--- src/rtl/idiv_pkg.sv ---
`timescale 1ns/1ps
package idiv_pkg;
  typedef enum logic [2:0] {
    ST_IDLE,
    ST_ABS,
    ST_NORM,
    ST_ITER,
    ST_SIGN,
    ST_OUT
  } idiv_state_e;
endpackage

--- src/rtl/idiv_operand.sv ---
`timescale 1ns/1ps
// Operand conditioning: width masking, magnitudes, sign outcome, fault detection.
module idiv_operand #(
  parameter int XLEN = 64
) (
  input  logic [XLEN-1:0] a_i,
  input  logic [XLEN-1:0] b_i,
  input  logic            wide_i,
  input  logic            sgn_i,
  output logic [XLEN-1:0] mag_a_o,
  output logic [XLEN-1:0] mag_b_o,
  output logic            neg_q_o,
  output logic            neg_r_o,
  output logic            err_o
);
  localparam int HALF = XLEN / 2;

  logic [XLEN-1:0] a_w, b_w, a_neg, b_neg, min_pat, ones_pat;
  logic            sa, sb;

  always_comb begin
    a_w      = wide_i ? a_i : {{HALF{1'b0}}, a_i[HALF-1:0]};
    b_w      = wide_i ? b_i : {{HALF{1'b0}}, b_i[HALF-1:0]};
    sa       = sgn_i & (wide_i ? a_i[XLEN-1] : a_i[HALF-1]);
    sb       = sgn_i & (wide_i ? b_i[XLEN-1] : b_i[HALF-1]);
    a_neg    = -a_w;
    b_neg    = -b_w;
    if (!wide_i) begin
      a_neg = {{HALF{1'b0}}, a_neg[HALF-1:0]};
      b_neg = {{HALF{1'b0}}, b_neg[HALF-1:0]};
    end
    min_pat  = wide_i ? {1'b1, {(XLEN-1){1'b0}}}
                      : {{HALF{1'b0}}, 1'b1, {(HALF-1){1'b0}}};
    ones_pat = wide_i ? {XLEN{1'b1}} : {{HALF{1'b0}}, {HALF{1'b1}}};
    mag_a_o  = sa ? a_neg : a_w;
    mag_b_o  = sb ? b_neg : b_w;
    neg_q_o  = sa ^ sb;
    neg_r_o  = sa;
    err_o    = (b_w == '0) | (sgn_i & (a_w == min_pat) & (b_w == ones_pat));
  end
endmodule

--- src/rtl/idiv_lzc.sv ---
`timescale 1ns/1ps
// Leading-zero counter; returns W for an all-zero input.
module idiv_lzc #(
  parameter int W  = 64,
  parameter int CW = $clog2(W + 1)
) (
  input  logic [W-1:0]  v_i,
  output logic [CW-1:0] lz_o
);
  always_comb begin
    lz_o = CW'(W);
    for (int i = 0; i < W; i++) begin
      if (v_i[i]) lz_o = CW'(W - 1 - i);
    end
  end
endmodule

--- src/rtl/idiv_stage.sv ---
`timescale 1ns/1ps
// One iteration: DIGITS chained restoring steps, most significant bit first.
module idiv_stage #(
  parameter int W      = 64,
  parameter int DIGITS = 3
) (
  input  logic [W-1:0]      rem_i,
  input  logic [W-1:0]      den_i,
  input  logic [DIGITS-1:0] bits_i,
  output logic [W-1:0]      rem_o,
  output logic [DIGITS-1:0] q_o
);
  logic [W-1:0] part [DIGITS+1];

  assign part[0] = rem_i;

  for (genvar g = 0; g < DIGITS; g++) begin : g_step
    logic [W:0] trial;
    logic [W:0] diff;
    logic       fits;
    assign trial = {part[g], bits_i[DIGITS-1-g]};
    assign diff  = trial - {1'b0, den_i};
    assign fits  = (trial >= {1'b0, den_i});
    assign part[g+1]        = fits ? diff[W-1:0] : trial[W-1:0];
    assign q_o[DIGITS-1-g]  = fits;
  end

  assign rem_o = part[DIGITS];
endmodule

--- src/rtl/iter_div.sv ---
`timescale 1ns/1ps
module iter_div #(
  parameter int XLEN   = 64,
  parameter int DIGITS = 3
) (
  input  logic            clk,
  input  logic            rst,
  input  logic            start_i,
  input  logic [XLEN-1:0] dividend_i,
  input  logic [XLEN-1:0] divisor_i,
  input  logic            wide_i,
  input  logic            signed_i,
  output logic            busy_o,
  output logic            done_o,
  output logic [XLEN-1:0] quot_o,
  output logic [XLEN-1:0] rem_o,
  output logic            err_o
);
  import idiv_pkg::*;

  localparam int HALF   = XLEN / 2;
  localparam int GROUPS = (XLEN + DIGITS - 1) / DIGITS;
  localparam int SHW    = GROUPS * DIGITS;
  localparam int CW     = $clog2(XLEN + 1);
  localparam int NW     = $clog2(GROUPS + 1);
  localparam int SW     = $clog2(SHW + 1);
  localparam int AW     = (CW > SW ? CW : SW) + 1;

  idiv_state_e st;

  logic [XLEN-1:0] a_raw, b_raw;
  logic            wide_r, sgn_r;
  logic [XLEN-1:0] mag_a, mag_b;
  logic            neg_q, neg_r, err_r;
  logic [SHW-1:0]  sh;
  logic [XLEN-1:0] rem_r, quo_r, q_fix, r_fix;
  logic [NW-1:0]   left;

  // operand conditioning
  logic [XLEN-1:0] pa, pb;
  logic            pnq, pnr, perr;

  idiv_operand #(.XLEN(XLEN)) u_operand (
    .a_i    (a_raw),
    .b_i    (b_raw),
    .wide_i (wide_r),
    .sgn_i  (sgn_r),
    .mag_a_o(pa),
    .mag_b_o(pb),
    .neg_q_o(pnq),
    .neg_r_o(pnr),
    .err_o  (perr)
  );

  // early-out sizing
  logic [CW-1:0] lz;
  logic [AW-1:0] sig_c, grp_c, shamt_c;
  logic [NW-1:0] n_c;

  idiv_lzc #(.W(XLEN), .CW(CW)) u_lzc (
    .v_i (mag_a),
    .lz_o(lz)
  );

  always_comb begin
    sig_c   = AW'(XLEN) - AW'(lz);
    grp_c   = (sig_c + AW'(DIGITS - 1)) / AW'(DIGITS);
    n_c     = NW'(grp_c);
    shamt_c = AW'(SHW) - grp_c * AW'(DIGITS);
  end

  // recurrence
  logic [XLEN-1:0]   rem_nx;
  logic [DIGITS-1:0] qd;

  idiv_stage #(.W(XLEN), .DIGITS(DIGITS)) u_stage (
    .rem_i (rem_r),
    .den_i (mag_b),
    .bits_i(sh[SHW-1 -: DIGITS]),
    .rem_o (rem_nx),
    .q_o   (qd)
  );

  always_ff @(posedge clk) begin
    if (rst) begin
      st     <= ST_IDLE;
      a_raw  <= '0;
      b_raw  <= '0;
      wide_r <= 1'b0;
      sgn_r  <= 1'b0;
      mag_a  <= '0;
      mag_b  <= '0;
      neg_q  <= 1'b0;
      neg_r  <= 1'b0;
      err_r  <= 1'b0;
      sh     <= '0;
      rem_r  <= '0;
      quo_r  <= '0;
      q_fix  <= '0;
      r_fix  <= '0;
      left   <= '0;
      done_o <= 1'b0;
      quot_o <= '0;
      rem_o  <= '0;
      err_o  <= 1'b0;
    end else begin
      done_o <= 1'b0;
      unique case (st)
        ST_IDLE: begin
          if (start_i) begin
            a_raw  <= dividend_i;
            b_raw  <= divisor_i;
            wide_r <= wide_i;
            sgn_r  <= signed_i;
            st     <= ST_ABS;
          end
        end
        ST_ABS: begin
          mag_a <= pa;
          mag_b <= pb;
          neg_q <= pnq;
          neg_r <= pnr;
          err_r <= perr;
          st    <= ST_NORM;
        end
        ST_NORM: begin
          rem_r <= '0;
          quo_r <= '0;
          sh    <= {{(SHW-XLEN){1'b0}}, mag_a} << shamt_c;
          left  <= n_c;
          if (err_r || n_c == '0) st <= ST_SIGN;
          else                    st <= ST_ITER;
        end
        ST_ITER: begin
          rem_r <= rem_nx;
          quo_r <= {quo_r[XLEN-DIGITS-1:0], qd};
          sh    <= sh << DIGITS;
          left  <= left - NW'(1);
          if (left == NW'(1)) st <= ST_SIGN;
        end
        ST_SIGN: begin
          q_fix <= neg_q ? -quo_r : quo_r;
          r_fix <= neg_r ? -rem_r : rem_r;
          st    <= ST_OUT;
        end
        ST_OUT: begin
          if (err_r) begin
            quot_o <= '0;
            rem_o  <= '0;
          end else if (wide_r) begin
            quot_o <= q_fix;
            rem_o  <= r_fix;
          end else begin
            quot_o <= {{HALF{1'b0}}, q_fix[HALF-1:0]};
            rem_o  <= {{HALF{1'b0}}, r_fix[HALF-1:0]};
          end
          err_o  <= err_r;
          done_o <= 1'b1;
          st     <= ST_IDLE;
        end
        default: st <= ST_IDLE;
      endcase
    end
  end

  assign busy_o = (st != ST_IDLE);
endmodule

--- config.mk ---
export PLATFORM = sky130hd
export DESIGN_NAME = iter_div
export DESIGN_NICKNAME = d
export VERILOG_FILES = /design/src/rtl/idiv_pkg.sv /design/src/rtl/idiv_operand.sv /design/src/rtl/idiv_lzc.sv /design/src/rtl/idiv_stage.sv /design/src/rtl/iter_div.sv
export SDC_FILE = /design/constraint.sdc
export NUM_CORES = 2
export LEC_CHECK = 0
export BUFFER_PORTS_ARGS = -buffer_cell sky130_fd_sc_hd__buf_2
export CAP_MARGIN = 20
export CELL_PAD_IN_SITES_DETAIL_PLACEMENT = 1
export CELL_PAD_IN_SITES_GLOBAL_PLACEMENT = 2
export CORE_UTILIZATION = 25
export CTS_CLUSTER_SIZE = 25
export DETAILED_ROUTE_END_ITERATION = 6
export PLACE_DENSITY = 0.64
export SLEW_MARGIN = 10
export SYNTH_ARGS = -nofsm -noshare
export SYNTH_HDL_FRONTEND = slang
export SYNTH_SLANG_ARGS = --single-unit
--- constraint.sdc ---
create_clock -name clk -period 15.02 [get_ports clk]
set_input_delay 4.506 -clock clk [delete_from_list [all_inputs] [get_ports clk]]
set_output_delay 4.506 -clock clk [all_outputs]
set_load 0.005 [all_outputs]
==> out/qor.csv <==
stage,metric,value,unit
critical_path,critical path class,flop to flop,
place,hpwl dp,155,mm
routing,vias per cell,5.27,
hold_path,Hold Crit Class,flop to flop,
die,core footprint,196000,sq um
synth,Seq cells post-synth,721,
die,FP Rows,162,
global_routing,vias in the first global route,48400,
timing,final setup violation count,0,
hold_path,Hold Crit Depth,2,
clock_tree,clock latency on the worst-skew pair,0.78,ns
global_routing,GRT Resource Usage Total,0.203,
synth,synthesized area per cell,7.63,sq um
critical_path,R2R cell count,50,
critical_path,Crit Path Max Fanout,43,
clock_tree,Clock Sinks,721,
die,I/O pin count,264,
clock_tree,CTS tree,built,
synth,sequential area share after synthesis,0.292,
clock_tree,maximum root-to-sink buffer count,3,
global_routing,antenna violations before repair,7,
job,number of max-cap violations,0,
layout,layout cells sized above 1,0.101,
die,die height,447,um
place,IO buf count,263,
timing,Tcrit/Tclk final,0.928,
routing,final WL,207,mm
timing,worst-margin pin slew,1.18,ns
die,die span in x,447,um
critical_path,CP required,15.61,ns
routing,Residual DRC,0,
timing,Achievable Freq,71.7,MHz
global_routing,first-pass GRT wire length,315,mm
timing,Slew HR,0.204,
clock_tree,Post-CTS Repair Setup Buffers,0,
synth,Post-synth EDFFs,0,
synth,synthesized cell area,49400,sq um
layout,synthesis-to-finish area growth,13.9,%
synth,Post-Synthesis Cells,6472,
timing,Worst Clk Skew,0.0506,ns
critical_path,CP Launch Type,flop,
clock_tree,# hold bufs at CTS,0,
synth,Syn. warnings,0,
timing,RSZ-0062 raised after global routing,false,
clock_tree,CTS resizes,0,
routing,DR pass1 iterations,5,
die,Starting Density,0.253,
timing,final hold slack,0.452,ns
routing,post-route antenna net violation count,0,
routing,routed length per instance,22.6,um
routing,via count,48300,
synth,"top cells by area, synth","dfxtp_1, nand2_1, a21oi_1, ha_1, xor2_1",
timing,Fin Setup TNS,0,ns
clock_tree,TritonCTS buffer count,96,
layout,final net count,6794,
synth,cell taking the most area after synthesis,dfxtp_1,
clock_tree,H-tree depth,3,
clock_tree,CTS clock-pin slew for the worst setup and hold paths,0.06,ns
global_routing,largest net degree at the start of global routing,138,
clock_tree,CTS root buf,clkbuf_16,
synth,Yosys cell types,110,
timing,Final Hold Fails,0,
place,GP Congestion,0.893,
critical_path,Crit path largest cell delay,0.67,ns
routing,DR iter-0 viols,3172,
timing,max-slew violation count,0,
critical_path,slowest CP cell,nor4b_1,
critical_path,crit end category,flop,
outcome,outcome,finished clean,
synth,"FFs w/ async S/R, synth",0,
synth,Mapped Nets,6821,
synth,Synth top area share,0.292,
critical_path,WP data arrival,14.53,ns
global_routing,total gr overflow,0,
synth,Main synth FF type,dfxtp_1,
die,Die Area,199000,sq um
timing,min Tclk post-route,13.94,ns
-- cell usage in the layout, fill, tap and decap left out, drive strengths merged, types with 50 or more instances in the layout --
cell,count
a211oi,208
a21o,157
a21oi,631
a22o,72
a22oi,87
a31oi,76
and3,66
buf,347
clkbuf,133
dfxtp,721
ha,212
inv,168
mux2i,166
nand2,884
nand3,181
nand4,50
nor2,575
nor3,103
nor3b,69
nor4,52
o21ai,347
o31ai,79
or3,73
xnor2,148
xor2,260
-- cell usage after synthesis (30+ instances only) --
cell / instances
a211oi_1: 204
a21o_1: 157
a21oi_1: 629
a221o_1: 33
a22o_1: 72
a22oi_1: 87
a31oi_1: 74
and2_1: 34
and3_1: 65
buf_2: 30
clkbuf_1: 409
dfxtp_1: 721
ha_1: 212
inv_1: 162
mux2i_1: 166
nand2_1: 884
nand2b_1: 47
nand3_1: 181
nand4_1: 50
nor2_1: 572
nor2b_1: 34
nor3_1: 101
nor3b_1: 69
nor4_1: 50
o21ai_0: 327
o221ai_1: 37
o31ai_1: 78
or3_1: 73
xnor2_1: 148
xor2_1: 259
-- path summary, 6_finish.rpt --
| path | from | to | slack [ns] |
|---|---|---|---|
| min | r_fix[45]$_SDFFE_PP0P_ | r_fix[45]$_SDFFE_PP0P_ | 0.45 |
| max reg2reg | mag_b[1]$_SDFFE_PP0P_ | rem_r[14]$_SDFFE_PP0P_ | 1.08 |
| min reg2reg | r_fix[45]$_SDFFE_PP0P_ | r_fix[45]$_SDFFE_PP0P_ | 0.45 |
| max | mag_b[1]$_SDFFE_PP0P_ | rem_r[14]$_SDFFE_PP0P_ | 1.08 |
-- critical path, delay by kind of cell (launching register included) --
| kind | cells | cell delay, ns |
|---|---|---|
| buffers and inverters | 4 | 1.28 |
| and+or+nand+nor | 13 | 3.42 |
| adders and majority gates | 3 | 0.95 |
| DFF | 1 | 0.44 |
| muxes | 3 | 0.75 |
| AOI/OAI and AO/OA | 27 | 6.89 |
-- registers in the layout, indices dropped and copies added (netlist names) --
register,count
a_raw,64
quot_o,64
mag_a,64
q_fix,64
err_o,1
done_o,1
mag_b,64
sh,66
r_fix,64
quo_r,64
neg_r,1
sgn_r,1
left,5
b_raw,64
rem_r,64
err_r,1
neg_q,1
wide_r,1
st,3
rem_o,64
-- per-stage QoR --
stage                util  area, sq um  cells  setup WS (ns)
floorplan               -        49400   6472           3.89
global placement    0.271        53000   8969           1.36
detailed placement  0.271        53000   8970          0.987
CTS                 0.287        56200   9146          0.915
global route        0.288        56300   9147         0.0957
finish              0.288        56300   9149           1.08
-- metal layers --
metal	vias to the layer above	track usage	part of all wire
met4	10	0.0505	0.024
met1	23600	0.299	0.51
met5	-	0	0.00031
met3	235	0.0302	0.044
met2	975	0.305	0.42
li1	23400	-	-
-- final cells by class --
type	count	area, sq um
flip-flops and latches	721	14400
multi-input cells	5115	32600
fillers	23500	139000
repair buffers	347	2020
clock buffers	133	2780
well taps	2624	3280
diodes	2	5.00
clock inverters	43	462
inverters	164	616
-- kinds of logic (layout without fill, tap and decap cells) --
group	after synthesis	count (layout)	share of synthesized area
AND/OR/NAND/NOR	2251	2251	0.210
other	1	3	0.0000759
adder cells (fa/ha/maj)	216	216	0.0553
buffers and inverters	636	687	0.0500
multiplexers	228	228	0.0544
flip-flops	721	721	0.292
XOR/XNOR	408	408	0.0727
AO/OA/AOI/OAI	2011	2011	0.265
Power is not shown: default switching activity piles up to over one toggle a cycle in this logic, so the estimate is an artifact.
